[config.mk]
export PLATFORM = sky130hd
export DESIGN_NAME = adcif_top
export DESIGN_NICKNAME = d
export VERILOG_FILES = /design/src/rtl/adcif_pkg.sv /design/src/rtl/adcif_decode.sv /design/src/rtl/adcif_store.sv /design/src/rtl/adcif_ctrl.sv /design/src/rtl/adcif_top.sv
export SDC_FILE = /design/constraint.sdc
export NUM_CORES = 1
export LEC_CHECK = 0
export BUFFER_PORTS_ARGS = -buffer_cell sky130_fd_sc_hd__clkbuf_2
export CORE_MARGIN = 10
export CORE_UTILIZATION = 50
export CTS_BUF_LIST = sky130_fd_sc_hd__clkbuf_4 sky130_fd_sc_hd__clkbuf_8 sky130_fd_sc_hd__clkbuf_16
export DETAILED_ROUTE_END_ITERATION = 16
export GPL_TIMING_DRIVEN = 1
export PLACE_DENSITY = 0.65
export SLEW_MARGIN = 20
export SYNTH_ARGS = -nofsm -noshare
export SYNTH_HDL_FRONTEND = slang
export SYNTH_HIERARCHICAL = 1
export SYNTH_SLANG_ARGS = --single-unit
[constraint.sdc]
create_clock -name clk -period 14.95 [get_ports clk]
set_input_delay 0.7475 -clock clk [delete_from_list [all_inputs] [get_ports clk]]
set_output_delay 0.7475 -clock clk [all_outputs]
set_load 0.005 [all_outputs]
[src/rtl/adcif_pkg.sv]
package adcif_pkg;
  localparam int OFS_HC   = 'h00;
  localparam int OFS_STAT = 'h08;
  localparam int OFS_RES  = 'h0C;
  localparam int OFS_CFG  = 'h14;
  localparam int OFS_GC   = 'h18;
  localparam int OFS_GS   = 'h1C;
  localparam int OFS_LAST = 'h30;

  localparam int BIT_IE   = 7;
  localparam int BIT_OVW  = 16;
  localparam int BIT_CONT = 6;
  localparam int BIT_CAL  = 7;
  localparam int BIT_CALF = 1;

  typedef enum logic [2:0] {
    RS_ZERO, RS_HC, RS_STAT, RS_RES, RS_CFG, RS_GC, RS_GS, RS_STORE
  } rsel_e;
endpackage

[src/rtl/adcif_decode.sv]
module adcif_decode
  import adcif_pkg::*;
#(
  parameter int ADDR_W = 6
) (
  input  logic [ADDR_W-1:0] addr,
  output rsel_e             sel
);
  logic aligned;
  logic in_range;

  assign aligned  = (addr[1:0] == 2'b00);
  assign in_range = (int'(addr) <= OFS_LAST);

  always_comb begin
    sel = RS_ZERO;
    if (aligned && in_range) begin
      case (int'(addr))
        OFS_HC:   sel = RS_HC;
        OFS_STAT: sel = RS_STAT;
        OFS_RES:  sel = RS_RES;
        OFS_CFG:  sel = RS_CFG;
        OFS_GC:   sel = RS_GC;
        OFS_GS:   sel = RS_GS;
        default:  sel = RS_STORE;
      endcase
    end
  end
endmodule

[src/rtl/adcif_store.sv]
module adcif_store #(
  parameter int NWORDS = 13,
  localparam int IDX_W = $clog2(NWORDS)
) (
  input  logic             clk,
  input  logic             we,
  input  logic [IDX_W-1:0] widx,
  input  logic [31:0]      wdata,
  input  logic             re,
  input  logic [IDX_W-1:0] ridx,
  output logic [31:0]      rdata
);
  logic [31:0] mem [NWORDS];

  always_ff @(posedge clk) begin
    if (we) mem[widx] <= wdata;
    if (re) rdata <= mem[ridx];
  end
endmodule

[src/rtl/adcif_ctrl.sv]
module adcif_ctrl
  import adcif_pkg::*;
#(
  parameter int CHAN_W = 5,
  parameter int DATA_W = 12
) (
  input  logic              clk,
  input  logic              rst,
  input  logic              hc_we,
  input  logic              cfg_we,
  input  logic              gc_we,
  input  logic              res_rd,
  input  logic [31:0]       wdata,
  input  logic              conv_done,
  input  logic [DATA_W-1:0] conv_data,
  input  logic              cal_done,
  input  logic              cal_fail,
  output logic [CHAN_W-1:0] chan,
  output logic              ie,
  output logic [31:0]       cfg,
  output logic [31:0]       gc,
  output logic              coco,
  output logic [DATA_W-1:0] res,
  output logic              calf,
  output logic              busy,
  output logic              irq,
  output logic              conv_start,
  output logic              cal_start,
  output logic              conv_stop
);
  localparam logic [CHAN_W-1:0] STOP = '1;

  logic [CHAN_W-1:0] wchan;
  logic conv_fin, cal_fin, take;

  assign wchan    = wdata[CHAN_W-1:0];
  assign conv_fin = conv_done & busy;
  assign cal_fin  = cal_done & gc[BIT_CAL];
  assign take     = conv_fin & (~coco | cfg[BIT_OVW]);

  always_ff @(posedge clk) begin
    if (rst) begin
      chan       <= STOP;
      ie         <= 1'b0;
      cfg        <= '0;
      gc         <= '0;
      coco       <= 1'b0;
      res        <= '0;
      calf       <= 1'b0;
      busy       <= 1'b0;
      irq        <= 1'b0;
      conv_start <= 1'b0;
      cal_start  <= 1'b0;
      conv_stop  <= 1'b1;
    end else begin
      conv_start <= 1'b0;
      cal_start  <= 1'b0;
      irq        <= coco & ie;

      // channel write is the start (or stop) command
      if (hc_we) begin
        chan       <= wchan;
        ie         <= wdata[BIT_IE];
        busy       <= (wchan != STOP);
        conv_start <= (wchan != STOP);
        conv_stop  <= (wchan == STOP);
      end else if (conv_fin) begin
        if (gc[BIT_CONT]) conv_start <= 1'b1;
        else              busy       <= 1'b0;
      end

      if (cfg_we) cfg <= wdata;

      // calibration request bit is sticky until the core reports back
      if (gc_we) begin
        gc          <= wdata;
        gc[BIT_CAL] <= gc[BIT_CAL] | wdata[BIT_CAL];
        cal_start   <= wdata[BIT_CAL] & ~gc[BIT_CAL];
      end
      if (cal_fin) begin
        gc[BIT_CAL] <= 1'b0;
        calf        <= cal_fail;
      end

      if (take) res <= conv_data;

      if (conv_fin || cal_fin) coco <= 1'b1;
      else if (res_rd)         coco <= 1'b0;
    end
  end
endmodule

[src/rtl/adcif_top.sv]
module adcif_top
  import adcif_pkg::*;
#(
  parameter int ADDR_W = 6,
  parameter int CHAN_W = 5,
  parameter int DATA_W = 12
) (
  input  logic              clk,
  input  logic              rst,
  input  logic              wr_en,
  input  logic              rd_en,
  input  logic [ADDR_W-1:0] addr,
  input  logic [31:0]       wdata,
  output logic [31:0]       rdata,
  output logic              irq,
  output logic              conv_start,
  output logic [CHAN_W-1:0] conv_chan,
  output logic              conv_stop,
  input  logic              conv_done,
  input  logic [DATA_W-1:0] conv_data,
  output logic              cal_start,
  input  logic              cal_done,
  input  logic              cal_fail
);
  localparam int NWORDS = OFS_LAST / 4 + 1;
  localparam int IDX_W  = $clog2(NWORDS);

  rsel_e sel, sel_q;
  logic hc_we, cfg_we, gc_we, st_we, res_rd;
  logic ie, coco, calf, busy;
  logic [31:0] cfg_w, gc_w, mux, ctl_q, store_q;
  logic [DATA_W-1:0] res;
  logic [IDX_W-1:0] idx;

  adcif_decode #(.ADDR_W(ADDR_W)) u_dec (.addr(addr), .sel(sel));

  assign idx    = addr[IDX_W+1:2];
  assign hc_we  = wr_en && (sel == RS_HC);
  assign cfg_we = wr_en && (sel == RS_CFG);
  assign gc_we  = wr_en && (sel == RS_GC);
  assign st_we  = wr_en && (sel == RS_STORE);
  assign res_rd = rd_en && (sel == RS_RES);

  adcif_ctrl #(.CHAN_W(CHAN_W), .DATA_W(DATA_W)) u_ctrl (
    .clk(clk), .rst(rst), .hc_we(hc_we), .cfg_we(cfg_we), .gc_we(gc_we),
    .res_rd(res_rd), .wdata(wdata), .conv_done(conv_done),
    .conv_data(conv_data), .cal_done(cal_done), .cal_fail(cal_fail),
    .chan(conv_chan), .ie(ie), .cfg(cfg_w), .gc(gc_w), .coco(coco),
    .res(res), .calf(calf), .busy(busy), .irq(irq),
    .conv_start(conv_start), .cal_start(cal_start), .conv_stop(conv_stop)
  );

  adcif_store #(.NWORDS(NWORDS)) u_store (
    .clk(clk), .we(st_we), .widx(idx), .wdata(wdata),
    .re(rd_en && (sel == RS_STORE)), .ridx(idx), .rdata(store_q)
  );

  always_comb begin
    mux = '0;
    case (sel)
      RS_HC: begin
        mux[CHAN_W-1:0] = conv_chan;
        mux[BIT_IE]     = ie;
      end
      RS_STAT: mux[0]          = coco;
      RS_RES:  mux[DATA_W-1:0] = res;
      RS_CFG:  mux             = cfg_w;
      RS_GC:   mux             = gc_w;
      RS_GS:   mux[BIT_CALF]   = calf;
      default: mux             = '0;
    endcase
  end

  always_ff @(posedge clk) begin
    if (rst) begin
      sel_q <= RS_ZERO;
      ctl_q <= '0;
    end else if (rd_en) begin
      sel_q <= sel;
      ctl_q <= mux;
    end
  end

  assign rdata = (sel_q == RS_STORE) ? store_q : ctl_q;
endmodule

; Yosys cells after proc, flatten, opt, wreduce, memory -nomap -nowiden
; Memories as Yosys holds them, arrays and structs flattened. A register that Yosys moved wholly into a read port is not among the register bits.
; Index checks and enable logic that the tools add are counted.
[classes]
order_cmp = 1
eq_ne = 16
n_mux = 20
bitwise_logic = 10
reduce_logical = 15
[op_table]
columns = operator, n
row1 = $pmux W20 S2, 1
row2 = $mux W32, 1
row3 = $eq A6 B5 Y1 const B, 3
row4 = $pmux W3 S6, 1
row5 = $eq A3 B3 Y1 const B, 5
row6 = $eq A6 B4 Y1 const B, 2
row7 = $pmux W3 S4, 1
row8 = $pmux W4 S3, 1
row9 = $mux W1, 10
row10 = $pmux W1 S5, 2
row11 = $logic_and A1 B1 Y1, 7
row12 = $eq A3 B2 Y1 const B, 2
row13 = $le A6 B6 Y1 const B, 1
row14 = $logic_not A6 Y1, 1
row15 = $pmux W2 S3, 1
row16 = $and A1 B1 Y1, 5
row17 = $eq A5 B5 Y1 const B, 1
row18 = $ne A5 B5 Y1 const B, 1
row19 = $pmux W1 S4, 1
row20 = $reduce_bool A2 Y1, 2
row21 = $reduce_or A2 Y1, 2
row22 = $eq A3 B1 Y1 const B, 1
row23 = $mux W3, 1
row24 = $not A1 Y1, 3
row25 = other kinds (5), 6
[totals]
register_bits = 124
ram_bits = 416
input_bits = 57
out_inout_bits = 41
word_cells = 78
memories = 1
[mem_list]
columns = memory, words, word_bits, rd, rd_ports_with_merged_regs, write_ports, line
row1 = u_store.mem, 13, 32, 1, 1, 1, adcif_store.sv:13  ; logic [31:0] mem [NWORDS];

; Logic depth before layout (Yosys ltp)
; Gate-level depths: netlist of the first run.
[depth]
depth_word = 7
depth_mapped = 10
mapped_depth_nobuf = 9

; Modules after synthesis
; Netlist of the first run, hierarchy kept.
[modules_own_cells]
columns = module, instances, cells_each, area_each_um2
row1 = adcif_store, 1, 700, 16827.4
row2 = adcif_ctrl, 1, 309, 3353.2
row3 = adcif_top, 1, 255, 2321.0
row4 = adcif_decode, 1, 13, 82.6

; Worst setup path before layout of the first run
; OpenSTA, ideal clock, no wires.
[synth_timing]
path_kind = input port to flip-flop
startpoint = input port addr[4]
endpoint = memory u_store.mem[0][0], enable pin
setup_ps = 461
arrival_ps = 4972
t_required_ps = 14489
path_slack_ps = 9516
cell_stages = 8
n_path_buf = 1
path_cell_list = or3_1 > a21boi_1 > a2111oi_1 > buf_4 > nand2_1 > nor3_1 > or3b_2 > nor3_1
[synth_between]
elab_chain_len = 7
word_cells_on_any_way = 14
classes_between = order compare (1) / eq/ne (6) / mux (4) / reduce/logical (3)
[synth_rtl]
columns = item, line
row1 = "start, declared", adcif_top.sv:12  ; input logic [ADDR_W-1:0] addr,
row2 = $le A6 B6 Y1 (tied with other cells), adcif_decode.sv:13  ; assign in_range = (int'(addr) <= OFS_LAST);
row3 = $logic_and A1 B1 Y1 / $pmux W3 S6 (equally long branches), "adcif_decode.sv:17, adcif_decode.sv:18"
row4 = $mux W3 *, adcif_decode.sv:17  ; if (aligned && in_range) begin
row5 = named net sel[0], adcif_top.sv:28  ; rsel_e sel, sel_q;
row6 = $eq A3 B3 Y1 *, adcif_top.sv:41  ; assign st_we = wr_en && (sel == RS_STORE);
row7 = $logic_and A1 B1 Y1 *, adcif_top.sv:41
row8 = named net st_we, adcif_top.sv:29  ; logic hc_we, cfg_we, gc_we, st_we, res_rd;
row9 = $mux W1 *, adcif_store.sv:16  ; if (we) mem[widx] <= wdata;
row10 = $mux W1 (not written as such) *, adcif_store.sv:16
row11 = "end, declared", adcif_store.sv:13
; The timed path passes the listed nets; every way through them passes the cells marked *.

; Final worst setup path of the first run
[layout_timing]
startpoint = input port addr[2]
endpoint = memory u_store.mem[4][19], enable pin
; The elaborated chain is that of the path after synthesis.

==> results.tsv, run 1 <==
metric	value	unit
status	complete, no violations	
initial antenna violation count	1	
Slew HR	0.286	
CTS Root Cell	clkbuf_16	
Layout Nets	1434	
crit-path cells	buf_4 -> or3_1 -> a21boi_1 -> a2111oi_2 -> buf_4 -> nand2_1 -> nor3_1 -> nand3b_1 -> nor3_2 -> buf_4	
Setup Fix Bufs, Post-CTS	0	
P&R area growth vs syn	12.6	%
clock latency on the worst-skew pair	0.61	ns
CTS max path bufs	3	
Peak supply drop	98.3	uV
core area	44400	um2
Rows	77	
post-layout utilization of the core	0.572	
clock skew	0.0199	ns
H-Tree Depth	2	
PostCTS Resize Cnt	0	
Final Max Tran Viols	0	
DR WL/cell	24.2	um
Port Buf Inserts	97	
final worst slack	9.96	ns
Syn Inst Count	1277	
cts hold-fix bufs	0	
WP data arrival	5.25	ns
Most Frequent Cell on Critical Path	buf_4	
Tmin final	4.99	ns
DP HPWL	29900	um
first-pass GRT wire length	73400	um
EDFF count, synth	448	
top cell type's share of synthesized area	0.596	
Post-synth top cells	448 x edfxtp_1, 128 x mux2i_1, 124 x dfxtp_1, 87 x nor2_1, 58 x a21oi_1	
DR iter-0 viols	895	
most frequent cell after synthesis	edfxtp_1	
crit-path max FO	47	
Worst EP required	15.21	ns
Post-Syn Nets	1335	
Slew @ Worst Pin	1.07	ns
Final GP Congestion	0.770	
die width	233	um
syn_area_per_cell	17.7	um2
Final period util	0.334	
final hold vios	0	
Final TNS setup	0	ns
highest clock rate	200	MHz
Post-synth top flop	edfxtp_1	
CTS tree	yes	
delay of the slowest critical-path stage	0.71	ns
Pwr Total	3210	uW
vias in the first global route	11737	
layout cells sized above 1	0.254	
CTS Sinks	572	
vias per cell	5.78	
grt ovf	0	
cts bufs inserted	57	
Cell Pwr Density	126	nW/um2
largest net degree at the start of global routing	99	
Cell variety after synth	55	
IO Count	98	
pre-CTS WS	9.33	ns
warning count from the yosys run	6	
Worst Setup End Kind	flop	
All-Layer GR Usage	0.179	
CP Class	in -> reg	
Startpoint Class	input port	
post-route ant nets	0	
register bit count reported by yosys	572	
Die Area	54100	um2
CTS clk-pin slew, worst paths	0.06	ns
Initial Utilization	0.508	
Leak	0.00846	uW
sequential element share of the synthesized area	0.706	
RSZ-0062 raised after global routing	false	
Slowest cell on crit path	nor3_1	
vias	11659	
largest area contributor in the netlist	edfxtp_1	
final WL	48800	um
Die H	233	um
Max Cap Violations	0	
FFs w/ async S/R, synth	0	
Pre-Repair DR Iteration Count	5	
Residual DRC	0	
final setup fails	0	
HP Class	in -> reg	
Mapped Area	22600	um2
Area contributors post-synth	edfxtp_1 60%, dfxtp_1 11%, mux2i_1 5.7%	
==> cell usage in the layout (no fill, tap or decap), drive strengths merged, types with 10 or more instances in the layout <==
master  instances
a21oi          59
mux2i         128
nand2b         44
nand3          23
o21ai          11
clkinv         28
nand2          17
a22o           10
mux4           96
nor2           88
clkbuf        163
dfxtp         124
o22ai          38
edfxtp        448
or2b           11
mux2           52
buf            25
==> state kept, by name (all words and copies together) (netlist names), 3 cells and up <==
name,flops
sel_q,3
u_ctrl/gc,32
u_store/rdata,32
u_ctrl/chan,5
u_ctrl/res,12
u_ctrl/cfg,32
ctl_q,32
u_store/mem,416
==> worst max-delay path: cells and delay by family <==
kind	cells	cell delay, ns
AO/OA/AOI/OAI	2	0.44
buffers and inverters	3	1.57
AND/OR/NAND/NOR	5	2.41
==> cells by family (layout without fill, tap and decap cells) <==
group | after synthesis | count (layout) | synth area share
DFF | 572 | 572 | 0.706
muxes | 276 | 276 | 0.185
other | 0 | 2 | 0
adders and majority gates | 1 | 1 | 0.000554
xor gates and xnor gates | 2 | 2 | 0.000776
buffers and inverters | 84 | 230 | 0.0245
and+or+nand+nor | 208 | 208 | 0.0473
AOI/OAI and AO/OA | 134 | 134 | 0.0362
==> path summary, 6_finish.rpt <==
| kind | from | end | slack (ns) | cells past startpoint |
|---|---|---|---|---|
| max | addr[2] | u_store/mem[4][19] | 9.96 | 10 |
| max reg2reg | u_store/mem[9][18] | u_store/rdata[18] | 13.24 | 3 |
| min | conv_data[5] | u_ctrl/res[5] | 0.40 | 3 |
| min reg2reg | ctl_q[31] | ctl_q[31] | 0.47 | 2 |
==> cell type report <==
cell class	instances	area, um2
clock buffer	70	1550
timing repair buffer	118	718
tap	592	741
sequential	572	15900
clock inverter	36	233
antenna	2	5.00
fill	3356	19000
inverter	6	22.5
multi-input combinational	621	6220
==> stage by stage <==
step,instances,area [um2],hold WS (ns)
after detailed placement,1905,23500,0.458
after global placement,1905,23500,0.451
final,2017,25400,0.396
after global routing,2015,25400,0.400
after CTS,2011,25300,0.373
after floorplan,1277,22600,0.431
==> per-layer routing <==
metal  track usage  vias up  routed length, um
li1              -     5244                  -
met1         0.259     6006              22000
met2         0.277      338              22700
met3        0.0305       71               3030
met4        0.0513        0               1030
met5             0        -                  0
==> power breakdown <==
part           total (uW)  internal (uW)  switching [uW]
logic                 143           52.1            90.5
clock network        1350            768             580
registers            1720           1720            2.82
Note: power is estimated with default switching activity, not from simulation.
==> inputs of run 2 (changes only) <==
==> constraint.sdc (replaced) <==
create_clock -name clk -period 4.8 [get_ports clk]
set_input_delay 0.24 -clock clk [delete_from_list [all_inputs] [get_ports clk]]
set_output_delay 0.24 -clock clk [all_outputs]
set_load 0.005 [all_outputs]
==> run 2 against run 1 <==
Sequential share of layout area shrank 0.85 points. Clock skew increased by 0.0036 ns. Clock power rose to 3.2 times the previous value. Global-route usage up 0.94 points. Critical path type unchanged. Critical endpoint is now u_store/mem[5][21]. Highest routed layer unchanged.
==> results.tsv, run 2 (synthesis results as in run 1) <==
metric	value	unit
Cell Pwr Density	393	nW/um2
Rows	77	
final worst slack	1.36	ns
clock share of power	0.425	
Most Frequent Cell on Critical Path	buf_4	
CTS Sinks	572	
crit-path max FO	20	
vias per cell	5.81	
initial antenna violation count	3	
Die H	233	um
WP data arrival	3.75	ns
CTS max path bufs	3	
HP Class	in -> reg	
Worst Hold Launch	wdata[21]	
reg2reg start	u_ctrl/gc[7]	
Logic pwr share	0.046	
Port Buf Inserts	97	
All-Layer GR Usage	0.189	
CP Class	in -> reg	
final hold vios	0	
crit path launch	addr[2]	
number of flip-flops under the largest register name	416	
RSZ-0062 raised after global routing	false	
most frequent cells in the layout	448 x edfxtp_1, 128 x mux2i_1, 124 x dfxtp_1	
Initial Utilization	0.508	
final WL	51200	um
highest clock rate	291	MHz
Final Max Tran Viols	0	
sequential power share	0.529	
grt ovf	0	
Pre-Repair DR Iteration Count	5	
Leak	0.00861	uW
first-pass GRT wire length	76800	um
Switching Power	2100	uW
cts bufs inserted	56	
CTS clk-pin slew, worst paths	0.06	ns
Final TNS setup	0	ns
Residual DRC	0	
Worst EP required	5.11	ns
H-Tree Depth	2	
P&R area growth vs syn	14.1	%
Startpoint Class	input port	
DR WL/cell	25.1	um
most flop-heavy register	u_store/mem	
core area	44400	um2
largest net degree at the start of global routing	68	
clock latency on the worst-skew pair	0.61	ns
Layout Nets	1461	
post-route ant nets	0	
DP HPWL	31700	um
die width	233	um
Sw Share	0.208	
Slew @ Worst Pin	1.01	ns
cell family with most CP delay	simple AND/OR/NAND/NOR gates	
Slew HR	0.323	
vias in the first global route	11941	
layout cells sized above 1	0.254	
CTS tree	yes	
DR iter-0 viols	844	
Buf/Inv on CP	2	
clock skew	0.0235	ns
Max Cap Violations	0	
final setup fails	0	
commonest non-fill, non-tap cell in the layout	edfxtp_1	
Final period util	0.716	
CTS Root Cell	clkbuf_16	
status	complete, no violations	
Slowest cell on crit path	nor3_1	
Final GP Congestion	0.758	
vias	11863	
FILL cells	3316	
Peak supply drop	299	uV
Tmin final	3.44	ns
PostCTS Resize Cnt	0	
total internal power	8020	uW
delay of the slowest critical-path stage	0.72	ns
pre-CTS WS	0.679	ns
Worst Setup End Kind	flop	
crit-path cells	buf_4 -> or3_1 -> a21boi_1 -> a2111oi_2 -> nand2_1 -> nor3_1 -> nand3b_1 -> nor2_4 -> buf_4	
Die Area	54100	um2
IO Count	98	
-- run 2: cell count changes in the layout (fill, tap and decap cells not counted), sizes merged --
cell	previous run	this run
buf	25	35
diode	2	1
inv	8	7
dlygate4sd3	0	18
bufinv	2	6
clkinvlp	4	6
clkbuf	163	157
-- run 2: worst paths after layout --
path                              to  slack (ns)  cells past startpoint
setup / recovery  u_store/mem[5][21]        1.36                      9
hold / removal    u_store/mem[4][21]        0.09                      1
setup reg to reg         u_ctrl/calf        2.99                      4
hold reg to reg            ctl_q[17]        0.47                      2
-- run 2: per-layer routing --
metal  routed length [um]  up-vias  GRT usage
li1                     -     5300          -
met1                22800     6098      0.268
met2                24200      403      0.297
met3                 3430       62     0.0337
met4                  832        0     0.0501
met5                    0        -          0
-- run 2: worst register-to-register path, stage by stage, from the launching register on --
cell and delay, ns:
dfxtp_1 0.38, nand3_1 0.10, dlygate4sd3_1 0.57, a21oi_1 0.14, dlygate4sd3_1 0.57
-- run 2: cell type report --
cell class / instances / area, um2 / share of cell area
multi-input cells: 621 / 6230 / 0.242
clock buffers: 64 / 1460 / 0.0567
well taps: 592 / 741 / 0.0287
repair buffers: 146 / 1020 / 0.0396
diodes: 1 / 2.50 / 0.0000971
inverters: 6 / 22.5 / 0.000874
clock inverters: 41 / 355 / 0.0138
flip-flops and latches: 572 / 15900 / 0.618
-- run 2: power by group through the flow --
stage	registers (uW)	logic (uW)	clock network, uW
after floorplan	5460	275	0
after global placement	5460	449	0
after detailed placement	5460	455	0
after CTS	5360	466	4380
after global routing	5360	500	4570
final	5360	463	4300
-- run 2: stage by stage --
step	utilization	power, uW	hold WS [ns]	area, um2	instances
after global placement	0.535	5910	0.451	23800	1918
final	0.580	10100	0.0873	25800	2043
after floorplan	-	5740	0.339	22600	1277
after detailed placement	0.535	5920	0.458	23800	1918
after CTS	0.580	10200	0.0635	25700	2041
after global routing	0.580	10400	0.0979	25800	2042
-- run 2: timing repair --
action                                 4_1_cts  5_1_grt
hold buffers                                18        0
setup endpoints to repair                    0        0
endpoints found under the hold margin       16        0
buffers inserted                             0        0
